[src/rtl/i2c_xe_pkg.sv]
package i2c_xe_pkg;
  typedef enum logic [1:0] {
    END_SOFT   = 2'd0,
    END_AUTO   = 2'd1,
    END_RELOAD = 2'd2
  } end_kind_t;

  function automatic end_kind_t pick_end(input logic reload, input logic auto_e);
    if (reload)      return END_RELOAD;
    else if (auto_e) return END_AUTO;
    else             return END_SOFT;
  endfunction
endpackage

[src/rtl/xe_byte_counter.sv]
module xe_byte_counter #(
  parameter int CNT_W = 8
) (
  input  logic             clk,
  input  logic             rst_n,
  input  logic             clr,
  input  logic             load,
  input  logic             step,
  input  logic [CNT_W-1:0] load_val,
  output logic             last_byte
);
  localparam logic [CNT_W-1:0] ONE = {{(CNT_W-1){1'b0}}, 1'b1};

  logic [CNT_W-1:0] rem_q, rem_d;

  always_comb begin
    rem_d = rem_q;
    if (clr)                      rem_d = '0;
    else if (load)                rem_d = load_val;
    else if (step && rem_q != '0) rem_d = rem_q - ONE;
  end

  always_ff @(posedge clk or negedge rst_n) begin
    if (!rst_n) rem_q <= '0;
    else        rem_q <= rem_d;
  end

  assign last_byte = step && (rem_q == ONE);

  // a byte is only ever counted against a nonzero remainder
  a_r2_no_underflow: assert property (@(posedge clk) disable iff (!rst_n)
    (step && !clr) |-> (rem_q != '0));
endmodule

[src/rtl/xe_stop_ctl.sv]
module xe_stop_ctl (
  input  logic clk,
  input  logic rst_n,
  input  logic enable,
  input  logic stop_set,
  input  logic stop_seen,
  input  logic active,
  input  logic held,
  input  logic byte_step,
  input  logic start_ok,
  output logic fire
);
  logic pend_q, pend_d, pend_eff;

  always_comb begin
    pend_d = pend_q;
    if (!enable || stop_seen) pend_d = 1'b0;
    else if (stop_set)        pend_d = 1'b1;
  end

  always_ff @(posedge clk or negedge rst_n) begin
    if (!rst_n) pend_q <= 1'b0;
    else        pend_q <= pend_d;
  end

  assign pend_eff = pend_q || (enable && stop_set);
  assign fire = enable && active && pend_eff && !start_ok && (byte_step || held);

  // once the bus reports a STOP, nothing remains pending
  a_r9_seen_clears: assert property (@(posedge clk) disable iff (!rst_n)
    stop_seen |=> !pend_q);
  // a fire with no request in this cycle implies one is remembered
  a_r8_fire_has_cause: assert property (@(posedge clk) disable iff (!rst_n)
    (fire && !stop_set) |-> pend_q);
endmodule

[src/rtl/xe_end_flags.sv]
module xe_end_flags
  import i2c_xe_pkg::*;
(
  input  logic clk,
  input  logic rst_n,
  input  logic enable,
  input  logic terminal,
  input  logic reload_mode,
  input  logic auto_end,
  input  logic stop_fire,
  input  logic start_ok,
  input  logic reload_req,
  output logic tcr_q,
  output logic tc_q,
  output logic gen_q
);
  end_kind_t kind;
  logic      term_eff;
  logic      tcr_d, tc_d, gen_d;

  assign kind     = pick_end(reload_mode, auto_end);
  assign term_eff = terminal && !stop_fire;

  always_comb begin
    tcr_d = tcr_q;
    tc_d  = tc_q;
    gen_d = 1'b0;
    if (!enable) begin
      tcr_d = 1'b0;
      tc_d  = 1'b0;
    end else begin
      if (stop_fire || reload_req) tcr_d = 1'b0;
      if (stop_fire || start_ok)   tc_d  = 1'b0;
      if (stop_fire)               gen_d = 1'b1;
      if (term_eff) begin
        unique case (kind)
          END_RELOAD: tcr_d = 1'b1;
          END_AUTO:   gen_d = 1'b1;
          default:    tc_d  = 1'b1;
        endcase
      end
    end
  end

  always_ff @(posedge clk or negedge rst_n) begin
    if (!rst_n) begin
      tcr_q <= 1'b0;
      tc_q  <= 1'b0;
      gen_q <= 1'b0;
    end else begin
      tcr_q <= tcr_d;
      tc_q  <= tc_d;
      gen_q <= gen_d;
    end
  end

  // reload flag only rises when reload mode was selected
  a_r3_tcr_needs_reload: assert property (@(posedge clk) disable iff (!rst_n)
    $rose(tcr_q) |-> $past(reload_mode));
  // completion flag never rises in reload mode
  a_r5_tc_not_reload: assert property (@(posedge clk) disable iff (!rst_n)
    $rose(tc_q) |-> !$past(reload_mode));
  // the STOP command is a single-cycle pulse
  a_r4_gen_one_cycle: assert property (@(posedge clk) disable iff (!rst_n)
    gen_q |=> !gen_q);
  // disable empties every flag at the next edge
  a_r11_disable_flush: assert property (@(posedge clk) disable iff (!rst_n)
    !enable |=> (!tcr_q && !tc_q && !gen_q));
  // the two end flags never coexist
  a_r5_flags_exclusive: assert property (@(posedge clk) disable iff (!rst_n)
    !(tcr_q && tc_q));
endmodule

[src/rtl/i2c_xfer_end_ctrl.sv]
module i2c_xfer_end_ctrl #(
  parameter int CNT_W = 8
) (
  input  logic             clk,
  input  logic             rst_n,
  input  logic             enable,
  input  logic [CNT_W-1:0] cnt_val,
  input  logic             cnt_load,
  input  logic             reload_mode,
  input  logic             auto_end,
  input  logic             start_req,
  input  logic             byte_done,
  input  logic             stop_set,
  input  logic             stop_seen,
  output logic             tcr_flag,
  output logic             tc_flag,
  output logic             scl_hold,
  output logic             gen_stop
);
  logic active_q, active_d;
  logic held, start_ok, reload_req, byte_step, stop_fire;
  logic last_byte, terminal, zero_cnt;
  logic tcr_q, tc_q, gen_q;

  assign held       = tcr_q || tc_q;
  assign zero_cnt   = (cnt_val == '0);
  assign start_ok   = enable && start_req && !tcr_q;
  assign reload_req = enable && tcr_q && cnt_load && !zero_cnt;
  assign byte_step  = enable && active_q && !held && byte_done && !start_ok;
  assign terminal   = (start_ok && zero_cnt) || last_byte;

  xe_byte_counter #(.CNT_W(CNT_W)) u_cnt (
    .clk       (clk),
    .rst_n     (rst_n),
    .clr       (!enable),
    .load      (start_ok || reload_req),
    .step      (byte_step),
    .load_val  (cnt_val),
    .last_byte (last_byte)
  );

  xe_stop_ctl u_stop (
    .clk       (clk),
    .rst_n     (rst_n),
    .enable    (enable),
    .stop_set  (stop_set),
    .stop_seen (stop_seen),
    .active    (active_q),
    .held      (held),
    .byte_step (byte_step),
    .start_ok  (start_ok),
    .fire      (stop_fire)
  );

  xe_end_flags u_flags (
    .clk         (clk),
    .rst_n       (rst_n),
    .enable      (enable),
    .terminal    (terminal),
    .reload_mode (reload_mode),
    .auto_end    (auto_end),
    .stop_fire   (stop_fire),
    .start_ok    (start_ok),
    .reload_req  (reload_req),
    .tcr_q       (tcr_q),
    .tc_q        (tc_q),
    .gen_q       (gen_q)
  );

  always_comb begin
    active_d = active_q;
    if (!enable)                                               active_d = 1'b0;
    else if (stop_fire)                                        active_d = 1'b0;
    else if (terminal && !reload_mode && auto_end)             active_d = 1'b0;
    else if (start_ok)                                         active_d = 1'b1;
  end

  always_ff @(posedge clk or negedge rst_n) begin
    if (!rst_n) active_q <= 1'b0;
    else        active_q <= active_d;
  end

  assign tcr_flag = tcr_q;
  assign tc_flag  = tc_q;
  assign scl_hold = held;
  assign gen_stop = gen_q;

  // stretching is only requested inside a live transfer
  a_r12_hold_in_xfer: assert property (@(posedge clk) disable iff (!rst_n)
    scl_hold |-> active_q);
  // an automatic or requested STOP ends the transfer
  a_r4_stop_ends_xfer: assert property (@(posedge clk) disable iff (!rst_n)
    gen_stop |-> (!active_q && !scl_hold));
endmodule

[config.mk]
export PLATFORM = sky130hd
export DESIGN_NAME = i2c_xfer_end_ctrl
export DESIGN_NICKNAME = d
export VERILOG_FILES = /design/src/rtl/i2c_xe_pkg.sv /design/src/rtl/xe_byte_counter.sv /design/src/rtl/xe_stop_ctl.sv /design/src/rtl/xe_end_flags.sv /design/src/rtl/i2c_xfer_end_ctrl.sv
export SDC_FILE = /design/constraint.sdc
export NUM_CORES = 1
export LEC_CHECK = 0
export BUFFER_PORTS_ARGS = -buffer_cell sky130_fd_sc_hd__buf_2
export CORE_MARGIN = 1
export CORE_UTILIZATION = 45
export DETAILED_ROUTE_END_ITERATION = 8
export PLACE_DENSITY_LB_ADDON = 0.25
export SETUP_SLACK_MARGIN = 0.2
export SYNTH_ARGS = -nofsm -noshare
export SYNTH_HDL_FRONTEND = slang
export SYNTH_SLANG_ARGS = --single-unit
[constraint.sdc]
create_clock -name clk -period 2.4 [get_ports clk]
set_input_delay 0.24 -clock clk [delete_from_list [all_inputs] [get_ports clk]]
set_output_delay 0.24 -clock clk [all_outputs]
set_load 0.02 [all_outputs]
# Word level (Yosys, flattened, before mapping)
# Index checks and enable logic that the tools add are counted.
[totals]
memories = 0
register_bits = 13
latchBits = 0
rom_bits = 0
ram_bits = 0
out_inout_bits = 4
[op_classes]
magnitude_cmp = 0
muxes = 23
multipliers = 0
n_bitwise = 0
addsub = 1
div_mod_pow = 0
n_shift = 0
eq_ne = 5
reduce_logical = 38
[ops]
columns = ["cell", "count"]
rows = [
  ["8-bit two-way mux", 3],
  ["1-bit logical AND", 19],
  ["1-bit two-way mux", 19],
  ["8-bit by 1-bit equality test with 1-bit output, second input constant", 1],
  ["8-bit logical NOT", 1],
  ["1-bit logical OR", 8],
  ["8-bit nonzero test", 1],
  ["8-bit by 1-bit subtractor with 8-bit output, second input constant", 1],
  ["1-bit logical NOT", 7],
  ["4-bit by 1-bit != test with 1-bit output, second input constant", 1],
  ["3-bit by 1-bit != test with 1-bit output, second input constant", 1],
  ["2-bit by 1-bit equality test with 1-bit output, second input constant", 1],
  ["2-bit equality test, second input constant", 1],
  ["2-bit two-way mux", 1],
  ["2-bit nonzero test", 1],
  ["2-bit OR reduction", 1],
]

# Longest topological paths before layout
# Gate-level depths: netlist of run 1.
[logic_depth]
depth_word = 12
depth_mapped = 8
depth_no_buf = 7

# Modules after synthesis
# Synthesis of run 1 repeated with hierarchy kept, for this count alone.
[unflattened]
hier_cells = 105
hier_area_um2 = 998.5
[by_module_without_submodules]
columns = ["mod", "area_per_inst_um2", "cells_per_inst", "seq_area_each_um2", "n_inst"]
rows = [
  ["xe_byte_counter", 604.3, 69, 200.2, 1],
  ["i2c_xfer_end_ctrl", 200.2, 19, 25.0, 1],
  ["xe_end_flags", 137.6, 12, 75.1, 1],
  ["xe_stop_ctl", 56.3, 5, 25.0, 1],
]

# Least setup slack after synthesis of run 1
# No wires, ideal clock.
[synth_path]
kind = "register to register"
from = "register u_cnt.rem_q[0]"
to = "register u_cnt.rem_q[2]"
t_arrival_ns = 1.723
stages_incl_launch_ff = 8
path_slack_ns = 0.556
setup_ns = 0.121
path_buffers = 1
required_time_ns = 2.279
cell_sequence = "dfrtp_1 -> inv_1 -> ha_1 -> or4b_4 -> o211ai_2 -> buf_6 -> nand2_1 -> a32o_2"
[synth_via]
elab_chain_cells = 4
elab_cells_between_ends = 7
classes_between = "1 x add/sub; 1 x eq/ne; 3 x mux; 2 x reduce/logical"
[synth_lines]
columns = ["item", "line", "rtl"]
rows = [
  ["start, declared", "xe_byte_counter.sv:14", "logic [CNT_W-1:0] rem_q, rem_d;"],
  ["start signal, assigned", "xe_byte_counter.sv:25", "else rem_q <= rem_d;"],
  ["8-bit by 1-bit subtractor with 8-bit output", "xe_byte_counter.sv:20", "else if (step && rem_q != '0) rem_d = rem_q - ONE;"],
  ["8-bit two-way mux", "xe_byte_counter.sv:20", ""],
  ["8-bit two-way mux", "xe_byte_counter.sv:19", "else if (load) rem_d = load_val;"],
  ["8-bit two-way mux", "xe_byte_counter.sv:18", "if (clr) rem_d = '0;"],
]
# Parallel ways exist; a longest one is shown, timed or not. The select of a mux whose other input is x is not followed.
# A chain may end at the register's enable or synchronous reset.

# Final worst setup path of run 1
# Same ends and word-level chain as after synthesis.

==> impl_metrics.py, run 1 <==
metrics = {
    "outcome": {
        "outcome": "finished clean",
    },
    "sta": {
        "setup_tns_ns": 0,
        "slew_violations": 0,
        "rsz0062_at_grt": "false",
        "fin_crit_sh": 0.840,
        "min_period_ns": 2.02,
        "worst_clock_skew_ns": 0.00471,
        "worst_pin_slew_ns": 0.408,
        "finalHoldViolCount": 0,
        "setup_viol": 0,
        "relSlewSlack": 0.725,
        "fmax_mhz": 496,
    },
    "grt": {
        "grt_use_met1": 0.317,
        "first_global_vias": 730,
        "track_usage": 0.219,
        "grt_pass1_wl_mm": 3.29,
        "overflow": 0,
        "grt_max_degree": 16,
        "use_met3": 0.0317,
        "grt-busiest-layer": "met2",
        "grt_util_met2": 0.321,
        "antenna_found_initial": 0,
    },
    "logic_synthesis": {
        "synth.area.top_cells": "dfrtp_1 (38%), a21oi_1 (6.9%), o21ai_0 (5.8%), ha_1 (4.3%), nor2_1 (4.3%)",
        "ys.flop_type": "dfrtp_1",
        "synth_area_sq_um": 867,
        "syn_area_per_cell_sq_um": 8.42,
        "ys_ff_latch": 13,
        "ys_seq_area_frac": 0.375,
        "async_reset_ff_frac": 1.00,
        "synth_top_cell_by_area": "dfrtp_1",
        "yosysWarnings": 0,
        "syn-num-nets": 124,
        "synth_top_cell_area_share": 0.375,
        "ys_types": 33,
        "syn_inst": 103,
        "synth-edff-count": 0,
    },
    "layout": {
        "synthToLayoutAreaGrowth_pct": 20.3,
        "instances_no_fill": 153,
        "fin_nets": 150,
        "layout_commonest_cell": "buf_2",
        "antennaDiodeCount": 0,
        "final_cell_mix": "buf_2 (21), dfrtp_1 (13), a21oi_1 (12), nor2_1 (10), o21ai_0 (10)",
        "layout-drive-gt1-share": 0.242,
        "fill_cells": 177,
    },
    "floorplanning": {
        "rows": 15,
        "io_pins": 22,
        "dieArea_sq_mm": 0.00211,
        "die_w_microns": 45.9,
        "core_sq_mm": 0.00176,
        "start_util": 0.491,
        "fp.dieH_microns": 45.9,
    },
    "cts": {
        "cts_root_buffer": "clkbuf_4",
        "path_clk_slew_ns": 0.08,
        "cts_setup_buffers": 0,
        "insertion_delay_ns": 0.27,
        "clock_sinks": 13,
        "htree_num_levels": 1,
        "cts_tree": "yes",
        "cts_buffers": 3,
        "clock_path_buffers": 2,
    },
    "hold_path": {
        "min_path_cells": 2,
        "holdCritPathClass": "input port to flip-flop",
        "hp-start": "stop_seen",
        "hold_path_end": "u_stop.pend_q",
    },
    "critical_path": {
        "cp_max_fo": 11,
        "path_cells": "inv_1, ha_1, or4b_4, o211ai_4, nand2_1, a32o_2",
        "reg2reg_to": "u_cnt.rem_q[2]",
        "crit_path_top_delay_cell": "or4b_4",
        "criticalPathCategory": "flip-flop to flip-flop",
        "critPathLaunchType": "flip-flop",
        "r2r_cells": 6,
        "r2r_slack_ns": 0.38,
        "rr_startpoint": "u_cnt.rem_q[0]",
        "arrival_ns": 2.18,
        "crit_required_ns": 2.56,
        "cp-end-kind": "flip-flop",
        "slowest_delay_ns": 0.47,
    },
    "flow_run": {
        "drv_cap": 0,
    },
    "routing": {
        "dr.pass1.iters": 4,
        "drc_errors": 0,
        "vias_per_cell": 5.62,
        "wl_per_cell_microns": 13.3,
        "antenna_left": 0,
        "drt_iter0_drc": 17,
        "vias": 860,
        "drt-total-wl_mm": 2.04,
    },
    "placed_design": {
        "dp_cells": 148,
        "place_congestion": 0.813,
        "hpwl_mm": 1.56,
        "io_buffers": 21,
    },
    "power": {
        "peakVddDrop_uv": 298,
        "switchingPower_mw": 0.146,
        "power.density_mw_per_mm2": 468,
        "swShare": 0.299,
        "comb_power_share": 0.212,
        "pwr-share-seq": 0.507,
        "clock_power_share": 0.281,
        "p_leak_nw": 0.466,
        "internal_power_mw": 0.342,
    },
}
Yosys cell counts (all sizes together), types with 2 or more instances:
master   n
dfrtp   13
inv      6
buf      2
nand3    2
o21ai   10
nor4     4
o21a     2
or3      2
nor2    10
or4      2
ha       3
a21oi   12
o211ai   2
nor3     6
xnor2    4
nand2    8
o22ai    2
a31oi    2
sequential cells by signal (all words and copies together) (netlist names):
signal	cells
u_flags.tc_q	1
u_cnt.rem_q	8
u_flags.gen_q	1
u_flags.tcr_q	1
active_q	1
u_stop.pend_q	1
logic make-up after synthesis:
logic type | Yosys count | synth area share
compound gates | 33 | 0.228
xor+xnor | 4 | 0.0404
fa+ha+maj | 3 | 0.0433
buf+inv | 9 | 0.0490
flops | 13 | 0.375
mux | 1 | 0.0115
simple gates | 40 | 0.253
cell type report:
type                    count  area, sq um  area share
multi-input cells          81          508       0.487
repair buffers             24          130       0.125
flip-flops and latches     13          325       0.312
inverters                   6         22.5      0.0216
well taps                  25         31.3      0.0300
clock buffers               4         26.3      0.0252
how the worst max path moves through the flow:
| stage | cells past startpoint | from | slack, ns | to |
|---|---|---|---|---|
| 3_3_place_gp | 7 | u_cnt.rem_q[0] | 0.37 | u_cnt.rem_q[7] |
| 6_report | 6 | u_cnt.rem_q[0] | 0.38 | u_cnt.rem_q[2] |
| 4_1_cts | 7 | u_cnt.rem_q[0] | 0.29 | u_cnt.rem_q[7] |
| 5_1_grt | 7 | u_cnt.rem_q[0] | 0.20 | u_cnt.rem_q[7] |
| 3_5_place_dp | 7 | u_cnt.rem_q[0] | 0.31 | u_cnt.rem_q[4] |
| 2_1_floorplan | 7 | u_cnt.rem_q[0] | 0.56 | u_cnt.rem_q[2] |
worst max-delay path, delay by kind of cell (launching register included):
family                   cells  cell delay [ns]
AO/OA/AOI/OAI                2             0.59
AND/OR/NAND/NOR              2             0.57
adder cells (fa/ha/maj)      1             0.17
buffers and inverters        1             0.14
flip-flops                   1             0.44
metrics by stage:
stage          hold slack, ns  setup WS [ns]  utilization  cell area, sq um  power (mW)
6_report                0.114          0.383        0.591              1040       0.488
5_1_grt                 0.104          0.202        0.591              1040       0.525
4_1_cts                 0.111          0.293        0.587              1030       0.487
3_5_place_dp            0.142          0.312        0.566               998       0.351
3_3_place_gp            0.140          0.368        0.566               998       0.348
2_1_floorplan         -0.0556          0.556            -               867       0.312
metal layers:
layer  wire (microns)  vias to the layer above
met2              885                       28
met4               13                        0
met3              120                        4
met5                0                        -
met1             1020                      399
li1                 -                      429
power groups by stage:
stage	clock network (mW)	registers [mW]	logic, mW
4_1_cts	0.139	0.247	0.101
2_1_floorplan	0	0.248	0.0641
5_1_grt	0.156	0.250	0.119
3_5_place_dp	0	0.251	0.0993
6_report	0.137	0.248	0.103
3_3_place_gp	0	0.251	0.0976
what timing repair did:
action                                 4_1_cts  5_1_grt
endpoints found under the hold margin       13        0
setup endpoints to repair                    0        5
resized for setup                            0        1
hold buffers                                 1        0
(Power assumes the default switching activity.)
==> inputs of run 2 (changes only) <==
==> constraint.sdc (replaced) <==
create_clock -name clk -period 1.7 [get_ports clk]
set_input_delay 0.17 -clock clk [delete_from_list [all_inputs] [get_ports clk]]
set_output_delay 0.17 -clock clk [all_outputs]
set_load 0.02 [all_outputs]
==> run 2 against run 1 <==
Worst hold slack got worse by 0.077 ns; critical path depth rose by 2; via count rose by 9.1%; clock power rose by 40%; die area did not move; the run now ends with negative setup slack left; combinational power rose by 110%; highest routed layer unchanged; first-iteration DRC count rose by 140%; clock skew fell by 0.0020 ns; final area rose by 20%; fmax rose by 10%; final cell count rose by 11%.
==> impl_metrics.py, run 2 (synthesis results as in run 1) <==
metrics = {
    "outcome": {
        "outcome": "finished with violations",
        "violations": "negative setup slack",
    },
    "grt": {
        "grt_max_degree": 15,
        "overflow": 0,
        "first_global_vias": 843,
        "use_met3": 0.0833,
        "track_usage": 0.240,
        "grt_pass1_wl_mm": 3.48,
        "grt_util_met2": 0.392,
        "grt-busiest-layer": "met2",
        "antenna_found_initial": 0,
        "grt_use_met1": 0.302,
    },
    "sta": {
        "setup_tns_ns": -0.754,
        "finalHoldViolCount": 0,
        "setup_slack_ns": -0.132,
        "min_period_ns": 1.83,
        "worst_pin_slew_ns": 0.496,
        "worst_clock_skew_ns": 0.00269,
        "fin_crit_sh": 1.08,
        "relSlewSlack": 0.666,
        "rsz0062_at_grt": "true",
        "setup_viol": 7,
        "slew_violations": 0,
        "fmax_mhz": 546,
    },
    "cts": {
        "htree_num_levels": 1,
        "cts_tree": "yes",
        "cts_root_buffer": "clkbuf_4",
        "clock_sinks": 13,
        "insertion_delay_ns": 0.28,
        "cts_buffers": 3,
        "path_clk_slew_ns": 0.07,
        "clock_path_buffers": 2,
    },
    "routing": {
        "dr.pass1.iters": 4,
        "wl_per_cell_microns": 13.8,
        "antenna_left": 0,
        "vias_per_cell": 5.52,
        "drc_errors": 0,
        "vias": 938,
        "drt-total-wl_mm": 2.34,
        "drt_iter0_drc": 41,
    },
    "critical_path": {
        "crit_required_ns": 1.86,
        "crit_path_top_delay_cell": "or4b_4",
        "arrival_ns": 2.00,
        "criticalPathCategory": "flip-flop to flip-flop",
        "slowest_delay_ns": 0.46,
        "cp-end-kind": "flip-flop",
        "critPathLaunchType": "flip-flop",
        "critPathTopFamily": "simple AND/OR/NAND/NOR gates",
        "path_buf_inv": 2,
        "cp_max_fo": 6,
        "path_cells": "inv_2, ha_4, or4b_4, o211ai_4, buf_6, nor2_1, a31oi_1, a21oi_1",
    },
    "layout": {
        "layout-drive-gt1-share": 0.434,
        "regArea_sq_um": 327,
        "largest_register_ffs": 8,
        "antennaDiodeCount": 0,
        "fin_nets": 167,
        "fill_cells": 144,
        "regMostFlops": "u_cnt.rem_q",
        "synthToLayoutAreaGrowth_pct": 44.4,
        "final_core_util": 0.710,
        "final_cell_mix": "buf_2 (21), buf_4 (16), dfrtp_1 (12), o21ai_0 (10), a21oi_1 (10)",
        "multiInputGateArea_sq_um": 577,
        "layout_commonest_cell": "buf_2",
    },
    "power": {
        "swShare": 0.301,
        "internal_power_mw": 0.521,
        "totalPowerFinal_mw": 0.744,
        "p_leak_nw": 0.572,
        "clock_power_share": 0.258,
        "switchingPower_mw": 0.224,
        "comb_power_share": 0.285,
        "peakVddDrop_uv": 512,
        "power.density_mw_per_mm2": 594,
        "pwr-share-seq": 0.458,
    },
    "placed_design": {
        "place_ws_ns": -0.137,
        "hpwl_mm": 1.72,
        "place_congestion": 0.791,
        "io_buffers": 21,
    },
    "floorplanning": {
        "core_sq_mm": 0.00176,
        "dieArea_sq_mm": 0.00211,
        "start_util": 0.491,
        "fp.dieH_microns": 45.9,
        "rows": 15,
        "die_w_microns": 45.9,
        "io_pins": 22,
    },
    "hold_path": {
        "holdCritPathClass": "input port to flip-flop",
    },
    "flow_run": {
        "drv_cap": 0,
    },
}
## run 2: timing repair
action	in CTS	in global routing
cloned	1	0
buffers inserted	1	2
gates resized for setup	4	12
setup endpoints to repair	11	12
hold buffers	1	0
hold endpoints to repair	13	0
pin swaps	3	4
## run 2: path summary, 6_finish.rpt
check                               start        endpoint  slack (ns)  cells past startpoint
max in group asynchronous           rst_n   u_flags.tcr_q        1.14                      2
min in group asynchronous           rst_n  u_cnt.rem_q[1]        0.31                      2
min                             stop_seen   u_stop.pend_q        0.04                      2
max                        u_cnt.rem_q[0]  u_cnt.rem_q[4]       -0.13                      8
max reg2reg                u_cnt.rem_q[0]  u_cnt.rem_q[4]       -0.13                      8
min reg2reg                 u_stop.pend_q   u_stop.pend_q        0.54                      2
## run 2: per-stage QoR
stage | cell area, sq um | hold slack, ns | instances
6_report | 1250 | 0.0371 | 170
3_5_place_dp | 1120 | 0.0773 | 161
5_1_grt | 1250 | 0.0314 | 170
2_1_floorplan | 888 | -0.126 | 103
3_3_place_gp | 1120 | 0.0774 | 161
4_1_cts | 1180 | 0.0339 | 168
## run 2: cell type report
| type | count | share of cell area |
|---|---|---|
| clock buffer | 4 | 0.0210 |
| inverter | 6 | 0.0180 |
| multi-input combinational | 81 | 0.461 |
| sequential | 13 | 0.261 |
| tap | 25 | 0.0250 |
| timing repair buffer | 41 | 0.215 |
## run 2: worst reg2reg max path, delay by kind of cell, from the launching register on
family / cells / cell delay [ns]
adders and majority gates: 1 / 0.12
and+or+nand+nor: 2 / 0.50
DFF: 1 / 0.39
buffers and inverters: 2 / 0.23
AOI/OAI and AO/OA: 3 / 0.45
## run 2: power by group through the flow
stage	Sequential [mW]	Clock (mW)	Combinational, mW
after floorplan	0.351	0	0.0952
after global placement	0.346	0	0.181
after detailed placement	0.346	0	0.187
after CTS	0.340	0.198	0.195
after global routing	0.343	0.209	0.232
final	0.341	0.192	0.212
## run 2: routing by layer
metal	part of all wire	vias up
li1	-	462
met1	0.45	443
met2	0.48	29
met3	0.060	4
met4	0.0090	0
met5	0	-
==> inputs of run 3 (changes only) <==
==> constraint.sdc (replaced) <==
create_clock -name clk -period 2.17 [get_ports clk]
set_input_delay 0.217 -clock clk [delete_from_list [all_inputs] [get_ports clk]]
set_output_delay 0.217 -clock clk [all_outputs]
set_load 0.02 [all_outputs]
==> run 3 against run 2 <==
The flow now finishes without violations; via count is 5.1% lower; critical path depth did not move; sequential share of layout area increased by 3.1 points.
==> impl_metrics.py, run 3 (synthesis results as in run 1) <==
metrics = {
    "layout": {
        "layout_commonest_cell": "buf_2",
        "largest_register_ffs": 8,
        "antennaDiodeCount": 0,
        "synthToLayoutAreaGrowth_pct": 29.1,
        "final_cell_mix": "buf_2 (21), a21oi_1 (12), dfrtp_1 (12), nor2_1 (10), o21ai_0 (10)",
        "final_core_util": 0.635,
        "fin_nets": 157,
        "regMostFlops": "u_cnt.rem_q",
        "layout-drive-gt1-share": 0.319,
    },
    "cts": {
        "cts_buffers": 3,
        "path_clk_slew_ns": 0.08,
        "clock_path_buffers": 2,
        "htree_num_levels": 1,
        "insertion_delay_ns": 0.27,
        "cts_tree": "yes",
        "clock_sinks": 13,
        "cts_root_buffer": "clkbuf_4",
    },
    "critical_path": {
        "cp-end-kind": "flip-flop",
        "arrival_ns": 2.09,
        "criticalPathCategory": "flip-flop to flip-flop",
        "r2r_slack_ns": 0.28,
        "crit_required_ns": 2.37,
        "critPathLaunchType": "flip-flop",
        "cp_max_fo": 5,
    },
    "grt": {
        "first_global_vias": 792,
        "overflow": 0,
        "antenna_found_initial": 0,
        "grt_pass1_wl_mm": 3.48,
        "grt_max_degree": 16,
        "track_usage": 0.239,
    },
    "sta": {
        "setup_viol": 0,
        "worst_clock_skew_ns": 0.00133,
        "fin_hold_ws_ns": 0.0879,
        "setup_tns_ns": 0,
        "worst_pin_slew_ns": 0.466,
        "relSlewSlack": 0.686,
        "fmax_mhz": 529,
        "slew_violations": 0,
        "finalHoldViolCount": 0,
        "min_period_ns": 1.89,
        "fin_crit_sh": 0.871,
        "setup_slack_ns": 0.279,
        "rsz0062_at_grt": "false",
    },
    "placed_design": {
        "hpwl_mm": 1.60,
        "io_buffers": 21,
        "place_congestion": 0.808,
        "place_ws_ns": 0.195,
    },
    "power": {
        "p_leak_nw": 0.503,
        "power.density_mw_per_mm2": 500,
        "peakVddDrop_uv": 313,
    },
    "routing": {
        "met1Wirelength_mm": 1.03,
        "drt_iter0_drc": 31,
        "antenna_left": 0,
        "wl_per_cell_microns": 13.6,
        "vias": 890,
        "vias_per_cell": 5.56,
        "topRoutingLayerUsed": "met4",
        "wl_met3_microns": 127,
        "drc_errors": 0,
        "drt-total-wl_mm": 2.18,
        "dr.pass1.iters": 4,
        "route.met2.wl_mm": 1.02,
    },
    "floorplanning": {
        "rows": 15,
        "core_sq_mm": 0.00176,
        "die_w_microns": 45.9,
        "fp.dieH_microns": 45.9,
        "start_util": 0.491,
        "io_pins": 22,
        "dieArea_sq_mm": 0.00211,
    },
    "hold_path": {
        "holdCritPathClass": "input port to flip-flop",
    },
    "outcome": {
        "outcome": "finished clean",
    },
    "flow_run": {
        "drv_cap": 0,
    },
}
run 3: changes by cell type in the layout (fill, tap and decap cells not counted), moves of 2 or more:
cell,delta
buf_4,-8
nor2_1,+3
a21oi_1,+2
a21oi_2,-2
buf_6,-2
nor2_2,-2
nor3_1,+2
nor3_2,-2
run 3: metal layers:
metal	track usage	up-vias
li1	-	445
met1	0.335	407
met2	0.361	36
met3	0.0357	2
met4	0.106	0
met5	0	-
run 3: through the flow:
stage               power (mW)  instances  instance area [sq um]
floorplan                0.345        103                    867
detailed placement       0.389        149                   1010
CTS                      0.545        154                   1050
global route             0.602        160                   1120
finish                   0.560        160                   1120
global placement         0.386        149                   1010
run 3: repair_timing:
action	CTS	global route
resized for setup	2	8
setup endpoints to repair	5	7
hold buffers	1	0
setup buffers	0	5
hold endpoints to repair	13	0
pin swaps	0	3
gates cloned	0	1
run 3: final cells by class:
cell class                      instances  area, sq um
Fill cell                             161          644
Multi-Input combinational cell         81          524
Sequential cell                        13          327
Timing Repair Buffer                   31          186
Tap cell                               25         31.3
Clock buffer                            4         26.3
Inverter                                6         25.0
run 3: report_power, final:
group          leakage (nW)  internal, mW  switching [mW]  total, mW
combinational         0.316        0.0639          0.0711      0.135
sequential            0.172         0.256          0.0175      0.274
clock                0.0150        0.0712          0.0796      0.151
run 3: path summary, 6_finish.rpt:
kind / startpoint / to / cells past startpoint
max in group asynchronous: rst_n / u_cnt.rem_q[0] / 2
worst min-delay path: stop_seen / u_stop.pend_q / 2
min in group asynchronous: rst_n / u_cnt.rem_q[7] / 2
worst max register to register: u_cnt.rem_q[1] / u_cnt.rem_q[5] / 8
worst max-delay path: u_cnt.rem_q[1] / u_cnt.rem_q[5] / 8
worst min register to register: u_stop.pend_q / u_stop.pend_q / 2
run 3: critical path: stages, from the launching register on:
cell and delay, ns:
dfrtp_1 0.41, inv_2 0.10, ha_4 0.13, or4b_4 0.47, o211ai_4 0.21, buf_4 0.17
nor4_2 0.05, xnor2_1 0.12, a21oi_1 0.15
